==> config.mk <==
export PLATFORM = sky130hd
export DESIGN_NAME = bxdma_chan
export DESIGN_NICKNAME = d
export VERILOG_FILES = /design/src/rtl/bxdma_pkg.sv /design/src/rtl/bxdma_regs.sv /design/src/rtl/bxdma_ptr.sv /design/src/rtl/bxdma_ctrl.sv /design/src/rtl/bxdma_chan.sv
export SDC_FILE = /design/constraint.sdc
export NUM_CORES = 1
export LEC_CHECK = 0
export BUFFER_PORTS_ARGS = -buffer_cell sky130_fd_sc_hd__buf_2
export CORE_UTILIZATION = 40
export DETAILED_ROUTE_END_ITERATION = 10
export PLACE_DENSITY = 0.58
export SLEW_MARGIN = 20
export SYNTH_ARGS = -nofsm -noshare
export SYNTH_HDL_FRONTEND = slang
export SYNTH_HIERARCHICAL = 1
export SYNTH_SLANG_ARGS = --single-unit
==> constraint.sdc <==
create_clock -name clk -period 3.65 [get_ports clk]
set_clock_uncertainty 0.05 [all_clocks]
set_input_delay 0.1825 -clock clk [delete_from_list [all_inputs] [get_ports clk]]
set_output_delay 0.1825 -clock clk [all_outputs]
set_load 0.01 [all_outputs]
==> src/rtl/bxdma_pkg.sv <==
package bxdma_pkg;

    localparam int RDW = 16;

    localparam logic [3:0] RA_CTRL   = 4'd0;
    localparam logic [3:0] RA_MODE   = 4'd1;
    localparam logic [3:0] RA_BSIZE  = 4'd2;
    localparam logic [3:0] RA_TSIZE  = 4'd3;
    localparam logic [3:0] RA_SBSTEP = 4'd4;
    localparam logic [3:0] RA_DBSTEP = 4'd5;
    localparam logic [3:0] RA_STSTEP = 4'd6;
    localparam logic [3:0] RA_DTSTEP = 4'd7;
    localparam logic [3:0] RA_SWRAP  = 4'd8;
    localparam logic [3:0] RA_DWRAP  = 4'd9;
    localparam logic [3:0] RA_SADDR  = 4'd10;
    localparam logic [3:0] RA_DADDR  = 4'd11;

    typedef enum logic [1:0] {
        ST_IDLE = 2'd0,
        ST_RD   = 2'd1,
        ST_WR   = 2'd2
    } eng_st_t;

    typedef struct packed {
        logic clr_err;
        logic clr_pend;
        logic halt;
        logic run;
    } cmd_t;

    typedef struct packed {
        logic       int_en;
        logic       cont;
        logic       eot_int;
        logic       evt_en;
        logic [3:0] sel;
    } mode_t;

    typedef struct packed {
        logic [RDW-1:0] bstep;
        logic [RDW-1:0] tstep;
        logic [RDW-1:0] wsize;
        logic [RDW-1:0] addr;
    } ptr_cfg_t;

    function automatic logic [RDW-1:0] zext3(input logic [2:0] v);
        return {{(RDW-3){1'b0}}, v};
    endfunction

endpackage

==> src/rtl/bxdma_regs.sv <==
module bxdma_regs
    import bxdma_pkg::*;
#(
    parameter int CW = 16
) (
    input  logic           clk,
    input  logic           rst,
    input  logic           reg_wr,
    input  logic [3:0]     reg_addr,
    input  logic [RDW-1:0] reg_wdata,
    output logic [RDW-1:0] reg_rdata,
    input  logic [2:0]     status,
    output cmd_t           cmd,
    output mode_t          mode,
    output logic [CW-1:0]  bsize,
    output logic [CW-1:0]  tsize,
    output ptr_cfg_t       src_cfg,
    output ptr_cfg_t       dst_cfg
);

    always_comb begin
        cmd = '0;
        if (reg_wr && reg_addr == RA_CTRL) cmd = cmd_t'(reg_wdata[3:0]);
    end

    always_ff @(posedge clk) begin
        if (rst) begin
            mode    <= '0;
            bsize   <= '0;
            tsize   <= '0;
            src_cfg <= '{bstep: '0, tstep: '0, wsize: '1, addr: '0};
            dst_cfg <= '{bstep: '0, tstep: '0, wsize: '1, addr: '0};
        end else if (reg_wr) begin
            case (reg_addr)
                RA_MODE:   mode          <= mode_t'(reg_wdata[7:0]);
                RA_BSIZE:  bsize         <= reg_wdata[CW-1:0];
                RA_TSIZE:  tsize         <= reg_wdata[CW-1:0];
                RA_SBSTEP: src_cfg.bstep <= reg_wdata;
                RA_DBSTEP: dst_cfg.bstep <= reg_wdata;
                RA_STSTEP: src_cfg.tstep <= reg_wdata;
                RA_DTSTEP: dst_cfg.tstep <= reg_wdata;
                RA_SWRAP:  src_cfg.wsize <= reg_wdata;
                RA_DWRAP:  dst_cfg.wsize <= reg_wdata;
                RA_SADDR:  src_cfg.addr  <= reg_wdata;
                RA_DADDR:  dst_cfg.addr  <= reg_wdata;
                default: ;
            endcase
        end
    end

    always_comb begin
        case (reg_addr)
            RA_CTRL:   reg_rdata = zext3(status);
            RA_MODE:   reg_rdata = {{(RDW-8){1'b0}}, mode};
            RA_BSIZE:  reg_rdata = RDW'(bsize);
            RA_TSIZE:  reg_rdata = RDW'(tsize);
            RA_SBSTEP: reg_rdata = src_cfg.bstep;
            RA_DBSTEP: reg_rdata = dst_cfg.bstep;
            RA_STSTEP: reg_rdata = src_cfg.tstep;
            RA_DTSTEP: reg_rdata = dst_cfg.tstep;
            RA_SWRAP:  reg_rdata = src_cfg.wsize;
            RA_DWRAP:  reg_rdata = dst_cfg.wsize;
            RA_SADDR:  reg_rdata = src_cfg.addr;
            RA_DADDR:  reg_rdata = dst_cfg.addr;
            default:   reg_rdata = '0;
        endcase
    end

endmodule

==> src/rtl/bxdma_ptr.sv <==
module bxdma_ptr
    import bxdma_pkg::*;
#(
    parameter int AW = 16,
    parameter int CW = 16
) (
    input  logic          clk,
    input  logic          rst,
    input  logic          load,
    input  ptr_cfg_t      cfg,
    input  logic          word_adv,
    input  logic          burst_adv,
    output logic [AW-1:0] addr
);

    logic [AW-1:0] beg_q;
    logic [CW-1:0] wcnt_q;
    logic          wrap_on;

    assign wrap_on = ~&cfg.wsize[CW-1:0];

    always_ff @(posedge clk) begin
        if (rst) begin
            addr   <= '0;
            beg_q  <= '0;
            wcnt_q <= '0;
        end else if (load) begin
            addr   <= cfg.addr[AW-1:0];
            beg_q  <= cfg.addr[AW-1:0];
            wcnt_q <= cfg.wsize[CW-1:0];
        end else if (burst_adv) begin
            if (wrap_on && wcnt_q == '0) begin
                addr   <= beg_q;
                wcnt_q <= cfg.wsize[CW-1:0];
            end else begin
                addr <= addr + cfg.tstep[AW-1:0];
                if (wrap_on) wcnt_q <= wcnt_q - CW'(1);
            end
        end else if (word_adv) begin
            addr <= addr + cfg.bstep[AW-1:0];
        end
    end

endmodule

==> src/rtl/bxdma_ctrl.sv <==
module bxdma_ctrl
    import bxdma_pkg::*;
#(
    parameter int CW    = 16,
    parameter int NTRIG = 16
) (
    input  logic             clk,
    input  logic             rst,
    input  cmd_t             cmd,
    input  mode_t            mode,
    input  logic [CW-1:0]    bsize,
    input  logic [CW-1:0]    tsize,
    input  logic [NTRIG-1:0] trig,
    output logic             mem_rd,
    output logic             mem_wr,
    output logic             load,
    output logic             word_adv,
    output logic             burst_adv,
    output logic             irq,
    output logic [2:0]       status
);

    eng_st_t       st_q;
    logic [CW-1:0] wcnt_q;
    logic [CW-1:0] bcnt_q;
    logic          running_q;
    logic          pend_q;
    logic          ovf_q;
    logic [15:0]   trig_w;
    logic          evt;
    logic          start;
    logic          last_word;
    logic          last_burst;

    assign trig_w     = 16'(trig);
    assign evt        = running_q & mode.evt_en & trig_w[mode.sel];
    assign start      = (st_q == ST_IDLE) & running_q & (evt | pend_q);
    assign last_word  = (st_q == ST_WR) & (wcnt_q == '0);
    assign last_burst = last_word & (bcnt_q == '0);

    assign mem_rd    = (st_q == ST_RD);
    assign mem_wr    = (st_q == ST_WR);
    assign word_adv  = (st_q == ST_WR) & (wcnt_q != '0);
    assign burst_adv = last_word;
    assign load      = (cmd.run & ~cmd.halt) | (last_burst & mode.cont);
    assign status    = {ovf_q, pend_q, running_q};

    always_ff @(posedge clk) begin
        if (rst) begin
            st_q      <= ST_IDLE;
            wcnt_q    <= '0;
            bcnt_q    <= '0;
            running_q <= 1'b0;
            pend_q    <= 1'b0;
            ovf_q     <= 1'b0;
            irq       <= 1'b0;
        end else begin
            irq <= last_burst & mode.eot_int & mode.int_en;

            case (st_q)
                ST_IDLE: begin
                    if (start) begin
                        st_q   <= ST_RD;
                        wcnt_q <= bsize;
                        pend_q <= pend_q & evt;
                    end
                end
                ST_RD: st_q <= ST_WR;
                ST_WR: begin
                    if (wcnt_q == '0) begin
                        st_q <= ST_IDLE;
                        if (bcnt_q != '0) bcnt_q <= bcnt_q - CW'(1);
                    end else begin
                        wcnt_q <= wcnt_q - CW'(1);
                        st_q   <= ST_RD;
                    end
                end
                default: st_q <= ST_IDLE;
            endcase

            if (st_q != ST_IDLE && evt) begin
                if (pend_q) ovf_q  <= 1'b1;
                else        pend_q <= 1'b1;
            end

            if (last_burst) begin
                bcnt_q <= tsize;
                if (!mode.cont) begin
                    running_q <= 1'b0;
                    pend_q    <= 1'b0;
                end
            end

            if (cmd.clr_pend) pend_q <= 1'b0;
            if (cmd.clr_err)  ovf_q  <= 1'b0;

            if (cmd.run) begin
                running_q <= 1'b1;
                bcnt_q    <= tsize;
                st_q      <= ST_IDLE;
                pend_q    <= 1'b0;
            end
            if (cmd.halt) begin
                running_q <= 1'b0;
                st_q      <= ST_IDLE;
                pend_q    <= 1'b0;
            end
        end
    end

endmodule

==> src/rtl/bxdma_chan.sv <==
module bxdma_chan
    import bxdma_pkg::*;
#(
    parameter int AW    = 16,
    parameter int CW    = 16,
    parameter int NTRIG = 16
) (
    input  logic             clk,
    input  logic             rst,
    input  logic             reg_wr,
    input  logic [3:0]       reg_addr,
    input  logic [15:0]      reg_wdata,
    output logic [15:0]      reg_rdata,
    input  logic [NTRIG-1:0] trig,
    output logic             mem_rd,
    output logic             mem_wr,
    output logic [AW-1:0]    mem_addr,
    output logic [15:0]      mem_wdata,
    input  logic [15:0]      mem_rdata,
    output logic             irq
);

    localparam int NPTR = 2;

    cmd_t          cmd;
    mode_t         mode;
    logic [CW-1:0] bsize;
    logic [CW-1:0] tsize;
    ptr_cfg_t      cfgs [NPTR];
    logic [AW-1:0] addrs [NPTR];
    logic [2:0]    stat;
    logic          load;
    logic          word_adv;
    logic          burst_adv;

    bxdma_regs #(.CW(CW)) i_regs (
        .clk       (clk),
        .rst       (rst),
        .reg_wr    (reg_wr),
        .reg_addr  (reg_addr),
        .reg_wdata (reg_wdata),
        .reg_rdata (reg_rdata),
        .status    (stat),
        .cmd       (cmd),
        .mode      (mode),
        .bsize     (bsize),
        .tsize     (tsize),
        .src_cfg   (cfgs[0]),
        .dst_cfg   (cfgs[1])
    );

    bxdma_ctrl #(.CW(CW), .NTRIG(NTRIG)) i_ctrl (
        .clk       (clk),
        .rst       (rst),
        .cmd       (cmd),
        .mode      (mode),
        .bsize     (bsize),
        .tsize     (tsize),
        .trig      (trig),
        .mem_rd    (mem_rd),
        .mem_wr    (mem_wr),
        .load      (load),
        .word_adv  (word_adv),
        .burst_adv (burst_adv),
        .irq       (irq),
        .status    (stat)
    );

    for (genvar g = 0; g < NPTR; g++) begin : g_ptr
        bxdma_ptr #(.AW(AW), .CW(CW)) i_ptr (
            .clk       (clk),
            .rst       (rst),
            .load      (load),
            .cfg       (cfgs[g]),
            .word_adv  (word_adv),
            .burst_adv (burst_adv),
            .addr      (addrs[g])
        );
    end

    assign mem_addr  = mem_wr ? addrs[1] : addrs[0];
    assign mem_wdata = mem_rdata;

endmodule

After elaboration in Yosys (flattened, before gate mapping)
Index checks and enable logic that the tools add are counted.
Storage, ports and cells
  flip-flop bits (word level): 302
  word-level logic and storage cells: 156
  bits of input ports: 55
  output and inout bits: 51
Cells by class
  bitwise operators: 15
  equal/unequal tests: 18
  muxes and demuxes: 41
  add/subtract/negate cells: 8
  $lt $le $gt $ge: 1
  reductions and logical operators: 45
Operators by type and width (count)
  $mux W16: 24
  $pmux W16 S12: 1
  $add A16 B16 Y16: 4
  $logic_not A16 Y1: 4
  $sub A16 B1 Y16 const B: 4
  $pmux W16 S2: 1
  $reduce_and A16 Y1: 2
  $reduce_bool A16 Y1: 2
  $reduce_and A2 Y1: 15
  $eq A4 B3 Y1 const B: 4
  $eq A4 B4 Y1 const B: 4
  $and A1 B1 Y1: 12
  $reduce_bool A3 Y1: 4
  $mux W1: 11
  $eq A4 B2 Y1 const B: 2
  $reduce_bool A2 Y1: 4
  $pmux W2 S3: 1
  $reduce_and A3 Y1: 2
  $lt A4 B5 Y1 const B: 1
  $bmux W1 S4: 1
  $eq A4 B1 Y1 const B: 1
  $logic_and A1 B1 Y1: 4
  $logic_not A4 Y1: 1
  $mux W4: 1
  other kinds (14): 18

Logic depth before layout (Yosys ltp)
  depth in word-level cells: 11
  gate-level depth with buffers: 18
  depth with buffers taken out: 15

Modules after synthesis
The synthesis kept the hierarchy.
By module, submodules not included
  bxdma_regs: seq. area each 3363.2 µm², area an instance 7802.5 µm², times used 1, cells each 974
  bxdma_ptr (g_ptr[0].i_ptr): seq. area each 960.9 µm², area an instance 3987.6 µm², times used 1, cells each 536
  bxdma_ptr (g_ptr[1].i_ptr): seq. area each 960.9 µm², area an instance 3926.3 µm², times used 1, cells each 519
  bxdma_ctrl: seq. area each 760.7 µm², area an instance 2582.5 µm², times used 1, cells each 325
  bxdma_chan: seq. area each 0.0 µm², area an instance 369.1 µm², times used 1, cells each 34

Worst setup path before layout
Ideal clock, no wire load.
  path kind: register to register
  from: reg i_ctrl.wcnt_q[0]
  to: reg g_ptr[0].i_ptr.wcnt_q[2]
  library setup time: 128 ps
  required time: 3472 ps
  arrival: 3408 ps
  path buffers: 4
  slack: 65 ps
  stages on the path, launching flop included: 19
  clock period less this slack: 3585 ps
  cell sequence: dfxtp_1 > inv_1 > ha_1 > or4b_1 > buf_2 > or4_4 > nand2b_4 > buf_6 > inv_6 > nand2_1 > o22ai_1 > clkbuf_1 > inv_1 > o31ai_1 > buf_2 > nor2_1 > a22o_1 > a22oi_1 > nor2_1
Between the ends
  cells in the longest elaborated chain, start to end: 7
  elaborated cells between the ends (all ways): 9
  classes of those cells: 1 x eq/ne; 1 x mux; 4 x bitwise; 3 x reduce/logical
Ends and longest elaborated chain
  start, declared: RTL line bxdma_ctrl.sv:24  | logic [CW-1:0] wcnt_q;
  start signal, assigned: RTL line bxdma_ctrl.sv:64  | wcnt_q <= bsize;
  start signal, assigned: RTL line bxdma_ctrl.sv:74  | wcnt_q <= wcnt_q - CW'(1);
  $logic_not A16 Y1 (*): RTL line bxdma_ctrl.sv:38  | assign last_word = (st_q == ST_WR) & (wcnt_q == '0);
  $and A1 B1 Y1 (*): RTL line bxdma_ctrl.sv:38
  $and A1 B1 Y1 (*): RTL line bxdma_ctrl.sv:39  | assign last_burst = last_word & (bcnt_q == '0);
  $and A1 B1 Y1 (*): RTL line bxdma_ctrl.sv:45  | assign load = (cmd.run & ~cmd.halt) | (last_burst & mode.cont);
  $or A1 B1 Y1 (*): RTL line bxdma_ctrl.sv:45
  net load: RTL line bxdma_chan.sv:32  | logic load;
  $ne A3 B2 Y1 (no line) / $reduce_bool A2 Y1 (equally long branches)
  $reduce_and A2 Y1 (no line)
  end signal, assigned: RTL line bxdma_ptr.sv:30  | wcnt_q <= cfg.wsize[CW-1:0];
  end signal, assigned: RTL line bxdma_ptr.sv:34  | wcnt_q <= cfg.wsize[CW-1:0];
  end signal, assigned: RTL line bxdma_ptr.sv:37  | if (wrap_on) wcnt_q <= wcnt_q - CW'(1);
  end, declared: RTL line bxdma_ptr.sv:17  | logic [CW-1:0] wcnt_q;
Mark *: on every way through the listed nets, which the timed path passes. The rest lies on a longest branch.
A chain may end at the register's enable or synchronous reset.

Final worst setup path
  from: reg i_ctrl.wcnt_q[0]
  to: reg g_ptr[0].i_ptr.addr[15]
Between the ends
  cells in the longest elaborated chain, start to end: 6
  elaborated cells between the ends (all ways): 10
  classes of those cells: 2 x mux; 5 x bitwise; 3 x reduce/logical
Ends and longest elaborated chain
  $logic_not A16 Y1 (*): RTL line bxdma_ctrl.sv:38
  $and A1 B1 Y1 (*): RTL line bxdma_ctrl.sv:38
  net burst_adv: RTL line bxdma_chan.sv:34  | logic burst_adv;
  $and A1 B1 Y1 (*): RTL line bxdma_ctrl.sv:39
  $and A1 B1 Y1 (*): RTL line bxdma_ctrl.sv:45
  $or A1 B1 Y1 (*): RTL line bxdma_ctrl.sv:45
  net load: RTL line bxdma_chan.sv:32
  $reduce_bool A3 Y1 (no line) / $mux W16 (equally long branches)
  end signal, assigned: RTL line bxdma_ptr.sv:33  | addr <= beg_q;
  end signal, assigned: RTL line bxdma_ptr.sv:36  | addr <= addr + cfg.tstep[AW-1:0];
  end signal, assigned: RTL line bxdma_ptr.sv:40  | addr <= addr + cfg.bstep[AW-1:0];
  end, declared: RTL line bxdma_ptr.sv:13  | output logic [AW-1:0] addr
Marked as above.

==> impl_metrics.py <==
metrics = {
    "final_layout": {
        "drive_gt1_frac": 0.121,
        "final_cell_mix": "nand2_1 (439), dfxtp_1 (302), a21oi_1 (275)",
        "mostFrequentLayoutCell": "nand2_1",
        "area_growth_pct": 11.6,
        "antennaDiodeCount": 0,
        "stdcell_area_um2": 20800,
        "finalNetCount": 2523,
    },
    "run_status": {
        "outcome": "complete, no violations",
    },
    "yosys": {
        "yosysWarnings": 6,
        "synthFlopType": "dfxtp_1",
        "synth-edff-count": 0,
        "yosysSeqAreaShare": 0.324,
        "syn_nets": 2514,
        "synth.avg_cell_area_um2": 7.82,
        "ys_types": 104,
        "syn_area_um2": 18700,
        "ys_ff_latch": 302,
        "async_flop_share": 0,
        "syn_inst": 2388,
    },
    "critical_path": {
        "critPathKind": "reg2reg",
        "reg2reg_slack_ns": 0.18,
        "reg2reg_from": "i_ctrl/wcnt_q[0]",
        "startpoint_type": "register",
        "critPathMaxFanout": 24,
        "timing.rr.end": "g_ptr[0].i_ptr/addr[15]",
        "end_kind": "register",
        "r2r_cells": 16,
        "cp_data_arrival_time_ns": 3.85,
        "cp.required_ns": 4.03,
    },
    "clock_network": {
        "htreeDepth": 2,
        "cts_tree": "done",
        "clockBufferDepth": 3,
        "cts-root-buf": "clkbuf_16",
        "cts.clk_slew.worst_paths_ns": 0.06,
        "insertion_delay_ns": 0.56,
        "cts_made_buffers": 38,
        "cts_sinks": 302,
    },
    "routing": {
        "wirelength_mm": 72.8,
        "firstDrtPassIters": 8,
        "ant_nets": 0,
        "drc": 0,
        "wl_per_cell_um": 24.0,
        "drt_iter0_drc": 2081,
        "vias": 18800,
        "viasPerCell": 6.20,
    },
    "timing": {
        "period_share": 0.950,
        "maxSlewHeadroom": 0.352,
        "final_max_slew_viol_count": 0,
        "holdWs_ns": 0.0328,
        "clock.fmax_ghz": 0.288,
        "layout_min_cycle_time_ns": 3.47,
        "hold_viol": 0,
        "finalSetupTns_ns": 0,
        "max_slew.worst_pin.slew_ns": 0.971,
        "setup_violations": 0,
    },
    "worst_hold_path": {
        "worst_hold_path_type": "in2reg",
        "hold_start": "reg_wdata[8]",
        "worstHoldEndpoint": "i_regs/dst_cfg[56]",
        "worstHoldPathCells": 3,
    },
    "grt": {
        "grt_pass1_wl_mm": 109,
        "grtUsageTotal": 0.302,
        "grt_overflow_total": 0,
        "grt_pass1_vias": 17400,
        "antenna_found_initial": 0,
        "grt_start_max_net_pins": 100,
    },
    "die": {
        "core_um2": 45700,
        "die_h_um": 218,
        "io_pins": 106,
        "dieWidth_um": 218,
        "rows": 78,
        "initial_utilization": 0.409,
        "die_area_um2": 47500,
    },
    "place": {
        "post_dp_cell_area_um2": 19400,
        "port_buffers": 73,
        "gp_congestion": 0.965,
        "dp.final_hpwl_mm": 52.8,
    },
    "pwr": {
        "design_power_total_mw": 8.37,
        "p_seq_frac": 0.406,
        "ir_worst_vdd_mv": 0.376,
        "p_int_mw": 6.16,
        "p_sw_frac": 0.265,
        "leakagePower_nw": 7.90,
        "pwr-share-clk": 0.482,
        "combPwrFrac": 0.112,
        "power.switching_mw": 2.22,
        "powerDensity_nw_per_um2": 402,
    },
    "flow_run": {
        "max-cap-violations": 0,
    },
}
[power groups by stage]
stage / registers, mW / clock network (mW) / logic [mW]
6_report: 3.40 / 4.04 / 0.935
5_1_grt: 3.40 / 4.24 / 0.998
4_1_cts: 3.40 / 4.09 / 0.894
3_5_place_dp: 3.47 / 0 / 0.888
3_3_place_gp: 3.47 / 0 / 0.877
2_1_floorplan: 3.43 / 0 / 0.627
[critical path, cell delays in order, from the launching register on]
cell	delay, ns
dfxtp_1	0.33
inv_1	0.10
ha_1	0.21
or4b_1	0.47
or4_4	0.43
nand2b_4	0.18
inv_6	0.06
nand2_1	0.11
o22ai_4	0.17
buf_12	0.15
buf_6	0.23
or2_2	0.17
nor2_1	0.07
and4b_1	0.26
o211ai_1	0.08
o211a_1	0.18
nand3_1	0.08
[cells in the mapped netlist (all sizes together), types with 13 or more instances]
library cell / instances / share of area
mux2i: 67 / 0.036
buf: 96 / 0.037
o31ai: 26 / 0.011
and3: 16 / 0.0054
mux2: 27 / 0.018
nand2: 440 / 0.089
nor4: 20 / 0.0078
clkbuf: 86 / 0.017
a21o: 13 / 0.0052
nor3: 69 / 0.021
xor2: 26 / 0.012
a21oi: 276 / 0.074
and2: 14 / 0.0047
nand4: 17 / 0.0057
nand3: 61 / 0.017
xnor2: 21 / 0.0099
a221oi: 21 / 0.0099
o21ai: 90 / 0.024
or3: 19 / 0.0064
a211o: 21 / 0.0099
nand3b: 23 / 0.010
a211oi: 26 / 0.010
a22oi: 29 / 0.012
o22ai: 18 / 0.0060
dfxtp: 302 / 0.32
a31oi: 20 / 0.0067
nor2: 179 / 0.037
inv: 37 / 0.0077
nor2b: 35 / 0.012
o211ai: 29 / 0.012
ha: 67 / 0.045
nand2b: 19 / 0.0069
[layout make-up]
class	count	area, µm²
fillers	4494	24800
multi-input cells	1865	11500
flip-flops and latches	302	6050
clock buffers	62	1220
repair buffers	152	1050
well taps	600	751
inverters	38	148
clock inverters	7	115
[repair_timing]
item	4_1_cts	5_1_grt
resized for setup	0	1
buffers inserted	0	3
endpoints found under the setup margin	0	15
hold buffers	4	0
endpoints found under the hold margin	17	0
[cells by family (layout without fill, tap and decap cells)]
logic type,Yosys count,after routing,share of synthesized area
simple gates,965,965,0.248
compound gates,684,684,0.236
mux,98,98,0.0590
buf+inv,221,259,0.0625
flops,302,302,0.324
fa+ha+maj,71,71,0.0492
xor+xnor,47,47,0.0221
[through the flow]
stage	instances	utilization	setup slack [ns]
2_1_floorplan	2388	-	0.0645
3_3_place_gp	2947	0.424	0.149
3_5_place_dp	2948	0.425	0.121
4_1_cts	3021	0.455	0.0729
5_1_grt	3026	0.456	-0.00670
6_report	3026	0.456	0.183
[flip-flops by register name, indices dropped and copies added (netlist names)]
name / cells
g_ptr.i_ptr/beg_q: 32
i_regs/src_cfg: 64
i_ctrl/bcnt_q: 16
i_ctrl/wcnt_q: 16
i_ctrl/running_q: 1
i_regs/tsize: 16
i_ctrl/st_q: 2
g_ptr.i_ptr/addr: 32
i_ctrl/ovf_q: 1
i_regs/mode: 8
i_regs/dst_cfg: 64
g_ptr.i_ptr/wcnt_q: 32
i_ctrl/irq: 1
i_regs/bsize: 16
i_ctrl/pend_q: 1
[how the worst max path moves through the flow]
stage / start / endpoint
after floorplan: i_ctrl/wcnt_q[0] / g_ptr[0].i_ptr/wcnt_q[2]
after detailed placement: i_ctrl/wcnt_q[0] / g_ptr[0].i_ptr/addr[15]
final: i_ctrl/wcnt_q[0] / g_ptr[0].i_ptr/addr[15]
after global placement: i_ctrl/wcnt_q[0] / g_ptr[0].i_ptr/addr[15]
after global routing: i_ctrl/wcnt_q[0] / g_ptr[0].i_ptr/addr[15]
after CTS: i_ctrl/wcnt_q[0] / g_ptr[0].i_ptr/addr[15]
[metal layers]
metal / GRT usage / wire length (µm)
met3: 0.0538 / 6360
met2: 0.474 / 32600
met4: 0.127 / 3180
met5: 0 / 0
met1: 0.404 / 30600
Note: power is estimated with default switching activity, not from simulation.
